## config.mk

```make
export PLATFORM = sky130hd
export DESIGN_NAME = gpio_mask_port
export DESIGN_NICKNAME = d
export VERILOG_FILES = /design/src/rtl/gpio_mask_port.sv
export SDC_FILE = /design/constraint.sdc
export NUM_CORES = 1
export LEC_CHECK = 0
export BUFFER_PORTS_ARGS = -buffer_cell sky130_fd_sc_hd__buf_4
export CAP_MARGIN = 30
export CORE_ASPECT_RATIO = 1.25
export CORE_MARGIN = 4
export CORE_UTILIZATION = 37
export CTS_CLUSTER_SIZE = 12
export DETAILED_ROUTE_END_ITERATION = 12
export PLACE_DENSITY = 0.75
export RECOVER_POWER = 50
export SLEW_MARGIN = 0
export SYNTH_ARGS = -nofsm -noshare
export SYNTH_HDL_FRONTEND = slang
export SYNTH_SLANG_ARGS = --single-unit
```

## constraint.sdc

```tcl
create_clock -name clk -period 1.2 [get_ports clk]
set_input_delay 0.24 -clock clk [delete_from_list [all_inputs] [get_ports clk]]
set_output_delay 0.24 -clock clk [all_outputs]
set_load 0.03 [all_outputs]
```

## src/rtl/gpio_mask_port.sv

```systemverilog
module gpio_mask_port #(
  parameter int NPIN   = 8,
  parameter int ADDR_W = 12,
  parameter int DATA_W = 32,
  parameter logic [ADDR_W-1:0] DIR_ADDR = 12'h400
) (
  input  logic              clk,
  input  logic              rst_n,
  input  logic              bus_valid,
  input  logic              bus_write,
  input  logic [ADDR_W-1:0] bus_addr,
  input  logic [DATA_W-1:0] bus_wdata,
  output logic [DATA_W-1:0] bus_rdata,
  input  logic [NPIN-1:0]   pin_in,
  output logic [NPIN-1:0]   pin_out,
  output logic [NPIN-1:0]   pin_oe
);
  localparam int MLO = 2;
  localparam int MHI = MLO + NPIN - 1;

  logic [NPIN-1:0] out_q, dir_q, sync1, sync2, mask, rd_src;
  logic hit_data, hit_dir;

  assign mask     = bus_addr[MHI:MLO];
  assign hit_data = bus_valid && (bus_addr[ADDR_W-1:MHI+1] == '0);
  assign hit_dir  = bus_valid && (bus_addr[ADDR_W-1:MLO] == DIR_ADDR[ADDR_W-1:MLO]);

  always_ff @(posedge clk or negedge rst_n)
    if (!rst_n) begin
      sync1 <= '0;
      sync2 <= '0;
    end else begin
      sync1 <= pin_in;
      sync2 <= sync1;
    end

  always_ff @(posedge clk or negedge rst_n)
    if (!rst_n) out_q <= '0;
    else if (hit_data && bus_write) out_q <= (out_q & ~mask) | (bus_wdata[NPIN-1:0] & mask);

  always_ff @(posedge clk or negedge rst_n)
    if (!rst_n) dir_q <= '0;
    else if (hit_dir && bus_write) dir_q <= bus_wdata[NPIN-1:0];

  assign rd_src = (dir_q & out_q) | (~dir_q & sync2);

  always_comb begin
    bus_rdata = '0;
    if (hit_data && !bus_write) bus_rdata[NPIN-1:0] = rd_src & mask;
    else if (hit_dir && !bus_write) bus_rdata[NPIN-1:0] = dir_q;
  end

  assign pin_out = out_q;
  assign pin_oe  = dir_q;


  mask_keep_chk: assert property (@(posedge clk) disable iff (!rst_n)
    (bus_valid && bus_write && bus_addr[ADDR_W-1:MHI+1] == '0) |=>
      (((pin_out ^ $past(pin_out)) & ~$past(bus_addr[MHI:MLO])) == '0));


  rd_mask_chk: assert property (@(posedge clk) disable iff (!rst_n)
    (bus_valid && !bus_write && bus_addr[ADDR_W-1:MHI+1] == '0) |->
      ((bus_rdata & ~{{(DATA_W-NPIN){1'b0}}, bus_addr[MHI:MLO]}) == '0));


  unmapped_chk: assert property (@(posedge clk) disable iff (!rst_n)
    (bus_valid && bus_write && bus_addr[ADDR_W-1:MHI+1] != '0 &&
     bus_addr[ADDR_W-1:MLO] != DIR_ADDR[ADDR_W-1:MLO]) |=>
      ($stable(pin_out) && $stable(pin_oe)));


  idle_chk: assert property (@(posedge clk) disable iff (!rst_n)
    !bus_valid |=> ($stable(pin_out) && $stable(pin_oe)));


  idle_rd_chk: assert property (@(posedge clk) disable iff (!rst_n)
    !bus_valid |-> (bus_rdata == '0));
endmodule

```

Word-level counts from Yosys, hierarchy flattened
Index checks and enable logic that the tools add are counted.
- register bits after elaboration: 32
- latch bits: 0
- bits in writable memories: 0
- ROM bits: 0
- input bits: 56
- output and inout bits: 48
- word-level logic and storage cells: 24
- memories kept: 0
- add/sub/neg operators: 0
- multipliers: 0
- divide/modulo/power cells: 0
- order comparisons: 0
- eq/ne operators: 1
- shifts and indexed selects: 0
- mux-type cells: 2
- bitwise gates (word level): 9
- reduce and logical (&&, ||, !) cells: 8
- operator list (operator ; count):
    $and 8x8->8 ; 5
    $mux 8 ; 2
    $not 8->8 ; 2
    $or 8x8->8 ; 2
    $eq 10x9->1 const B ; 1
    $logic_and 1x1->1 ; 6
    $logic_not 2->1 ; 1
    $logic_not 1->1 ; 1

Depth between registers and ports, before layout
- depth after elaboration: 5
- depth in mapped cells: 4

Worst setup path before layout
No wires, ideal clock.
- path type: input to output
- from: input bus_addr[8]
- to: output bus_rdata[0]
- data arrival time: 1.380 ns
- path slack: -0.420 ns
- cell stages on the path: 3
- path buffers: 0
- cell sequence: nor4b_4 > nand4_1 > a21oi_1
- word-level cells in the longest chain between the ends: 5
- RTL lines (what ; line ; RTL):
    from (decl) ; 11 ; input logic [ADDR_W-1:0] bus_addr,
    $eq 10x9->1 ; 26 ; assign hit_dir = bus_valid && (bus_addr[ADDR_W-1:MLO] == DIR_ADDR[ADDR_W-1:MLO]);
    $logic_and 1x1->1 ; 26 ;
    $logic_and 1x1->1 ; 50 ; else if (hit_dir && !bus_write) bus_rdata[NPIN-1:0] = dir_q;
    $mux 8 ; 50 ;
    $mux 8 ; 49 ; if (hit_data && !bus_write) bus_rdata[NPIN-1:0] = rd_src & mask;
    to (decl) ; 13 ; output logic [DATA_W-1:0] bus_rdata,
Every way passes these cells.

Worst setup path after layout
- from: register dir_q[7], in the netlist pin_oe[7]
- to: output bus_rdata[7]
- word-level cells in the longest chain between the ends: 5
- elaborated cells on any way between the ends: 7
- classes of those cells: 2 x mux; 5 x bitwise
- RTL lines (what ; line ; RTL):
    from (decl) ; 21 ; logic [NPIN-1:0] out_q, dir_q, sync1, sync2, mask, rd_src;
    from (signal assigned) ; 43 ; else if (hit_dir && bus_write) dir_q <= bus_wdata[NPIN-1:0];
    $not 8->8 ; 45 ; assign rd_src = (dir_q & out_q) | (~dir_q & sync2);
    $and 8x8->8 ; 45 ;
    $or 8x8->8 ; 45 ;
    $and 8x8->8 ; 49 ;
    $mux 8 * ; 49 ;
Mark *: on every way between the ends. The rest lies on a longest branch, timed or not.

==> flow_metrics.py <==
metrics = {
    "power_and_ir_drop": {
        "p_switching_uw": 861,
        "combPwrFrac_pct": 29.4,
        "p_int_uw": 2050,
        "p_clk_share_pct": 28.6,
        "p_seq_share_pct": 42.0,
        "power_density_nw_per_um2": 1160,
        "p_sw_share_pct": 29.6,
        "peakVddDrop_uv": 956,
        "leakage_uw": 0.00119,
    },
    "setup_path": {
        "cp.required_ns": 0.96,
        "crit_path_end_kind": "output pin",
        "arrival_ns": 1.35,
        "cp-start-kind": "register",
        "critPathMaxFanout": 2,
        "crit_type": "register to output pin",
        "reg2regPathDepth": 2,
    },
    "die": {
        "die_h_um": 80.0,
        "core_area_um2": 3880,
        "fp.dieW_um": 65.6,
        "design.die.area_um2": 5250,
        "io_pins": 104,
        "start_util_pct": 39.5,
        "rows": 25,
    },
    "yosys": {
        "synth_edf_count": 0,
        "synth_area_um2": 1530,
        "synthTopCellsByCount": "32 x dfrtp_1, 24 x buf_4, 24 x mux2_2",
        "synth_top_area_cell": "dfrtp_1",
        "synthesis.area_per_instance_um2": 12.6,
        "syn_inst": 122,
        "yosysUniqueCellTypes": 16,
        "ys_ff_latch": 32,
        "yosysMostFrequentCell": "dfrtp_1",
        "ys.flop_type": "dfrtp_1",
        "ys_warn_count": 0,
        "yosys.area.top_type_share_pct": 52.2,
        "synthTopCellsByArea": "dfrtp_1 52%, mux2_2 18%, buf_4 12%",
        "synth_seq_area_share_pct": 52.2,
        "synthArstFlopShare_pct": 100,
    },
    "timing": {
        "post-route-period-util_pct": 133,
        "relSlewSlack_pct": 52.3,
        "clock_skew_ns": 0.00395,
        "fin_tns_setup_ns": -4.05,
        "finalCriticalPeriod_ns": 1.59,
        "slew_violations": 0,
        "worst_slew_pin_slew_ns": 0.716,
        "layout_setup_ws_ns": -0.394,
        "fmax_ghz": 0.627,
        "hold_viol": 0,
        "setup_viol": 17,
        "rsz0062_at_grt": "yes",
    },
    "finish": {
        "layout-drive-gt1-share_pct": 60.9,
        "syn_to_final_growth_pct": 63.8,
        "fin_nets": 270,
        "nFillCells": 281,
        "antenna_cells": 0,
    },
    "clocking": {
        "cts_tree": "built",
        "clock_latency_ns": 0.28,
        "cts-root-buf": "clkbuf_8",
        "h-tree-depth": 2,
        "cts.sinks": 32,
        "numCtsBuffers": 5,
        "clk_pin_slew_worst_paths_ns": 0.06,
        "cts_buffer_depth": 2,
    },
    "placement": {
        "hpwlAfterDp_um": 3040,
        "portBuffers": 53,
        "place_ws_ns": -0.369,
        "place_congestion": 0.804,
    },
    "routing": {
        "drt_wl_total_um": 4190,
        "post_drt_wl_per_cell_um": 15.6,
        "postRouteAntennaNets": 0,
        "drtIter0Drc": 16,
        "viasPerCell": 4.60,
        "drc_errors": 0,
        "first_pass_iters": 3,
        "via_count": 1237,
    },
    "grt": {
        "grt_pass1_wl_um": 6430,
        "grt_start_max_net_pins": 33,
        "grtUsageTotal_pct": 16.7,
        "grt_pass1_vias": 1365,
        "antenna_found_initial": 0,
        "gr-total-overflow": 0,
    },
    "hold_path": {
        "hp-class": "input port to register",
        "hold_depth": 1,
    },
    "flow_run": {
        "cap_violations": 0,
    },
    "status": {
        "violations": "setup timing",
        "status": "complete, but fails checks",
    },
}
placed cells by master, fill, tap and decap left out:
cell type	instances
a21oi_4	8
and3b_1	1
and4bb_2	1
buf_12	1
buf_2	2
buf_4	40
buf_6	35
buf_8	1
clkbuf_1	2
clkbuf_4	8
clkbuf_8	6
conb_1	24
dfrtp_1	32
dlygate4sd3_1	1
mux2_2	18
mux2_4	6
nand2_1	8
nand3b_1	8
nand4_1	8
nand4_4	1
nor2_2	1
nor3_2	1
nor4b_4	1
or3b_2	1
routing by layer:
metal,GRT usage (%),vias to the layer above,routed length (µm)
met1,17.6,599,1470
met3,5.21,11,302
met5,0,-,0
met4,9.96,0,112
li1,-,566,-
met2,28.9,61,2300
path summary, 6_finish.rpt:
| kind | from | slack [ns] | to |
|---|---|---|---|
| max | pin_oe[7] | -0.39 | bus_rdata[7] |
| min | pin_in[0] | 0.08 | sync1[0] |
| max reg2reg | pin_oe[4] | 0.28 | pin_oe[4] |
| min reg2reg | sync1[3] | 0.35 | sync2[3] |
| max in group asynchronous | rst_n | 0.20 | sync1[4] |
| min in group asynchronous | rst_n | 0.54 | pin_oe[3] |
cells by family (layout without fill, tap and decap cells):
kind of cell / count (synthesis) / count (layout) / share of synthesized area [%]
other: 1 / 24 / 0.244
DFF: 32 / 32 / 52.2
AOI/OAI and AO/OA: 8 / 8 / 2.61
muxes: 24 / 24 / 17.6
and+or+nand+nor: 31 / 31 / 15.1
buffers and inverters: 26 / 96 / 12.2
worst max-delay path, stage by stage, from the launching register on:
cell and delay [ns]:
dfrtp_1 0.37, mux2_2 0.34, nand3b_1 0.15, a21oi_4 0.08
buf_6 0.14
layout make-up:
type	count	area (µm²)	share of cell area (%)
repair buffers	88	810	32.2
flip-flops and latches	32	801	31.9
multi-input cells	87	744	29.6
clock buffers	8	90.1	3.59
well taps	54	67.6	2.69
metrics by stage:
step | total power, µW | cells | hold WS (ns) | instance area [µm²] | util [%]
after CTS | 2880 | 269 | 0.0493 | 2450 | 63.2
after detailed placement | 1990 | 258 | 0.199 | 2240 | 57.8
after global placement | 1960 | 258 | 0.185 | 2240 | 57.8
final | 2910 | 269 | 0.0828 | 2510 | 64.8
after global routing | 3050 | 269 | 0.0679 | 2510 | 64.8
after floorplan | 1650 | 145 | -0.0556 | 1710 | -
power groups by stage:
| stage | Combinational (µW) | Sequential, µW | Clock (µW) |
|---|---|---|---|
| floorplan | 285 | 1370 | 0 |
| global placement | 740 | 1220 | 0 |
| detailed placement | 755 | 1230 | 0 |
| CTS | 811 | 1210 | 861 |
| global route | 902 | 1230 | 922 |
| finish | 855 | 1220 | 832 |
timing repair:
item / in CTS / in global routing
hold endpoints to repair: 32 / 0
pin swaps: 19 / 8
gates resized for setup: 26 / 17
gates cloned: 1 / 0
setup endpoints to repair: 30 / 30
buffers inserted: 3 / 4
hold buffers: 1 / 0
Power figures use the tool's default switching activity.
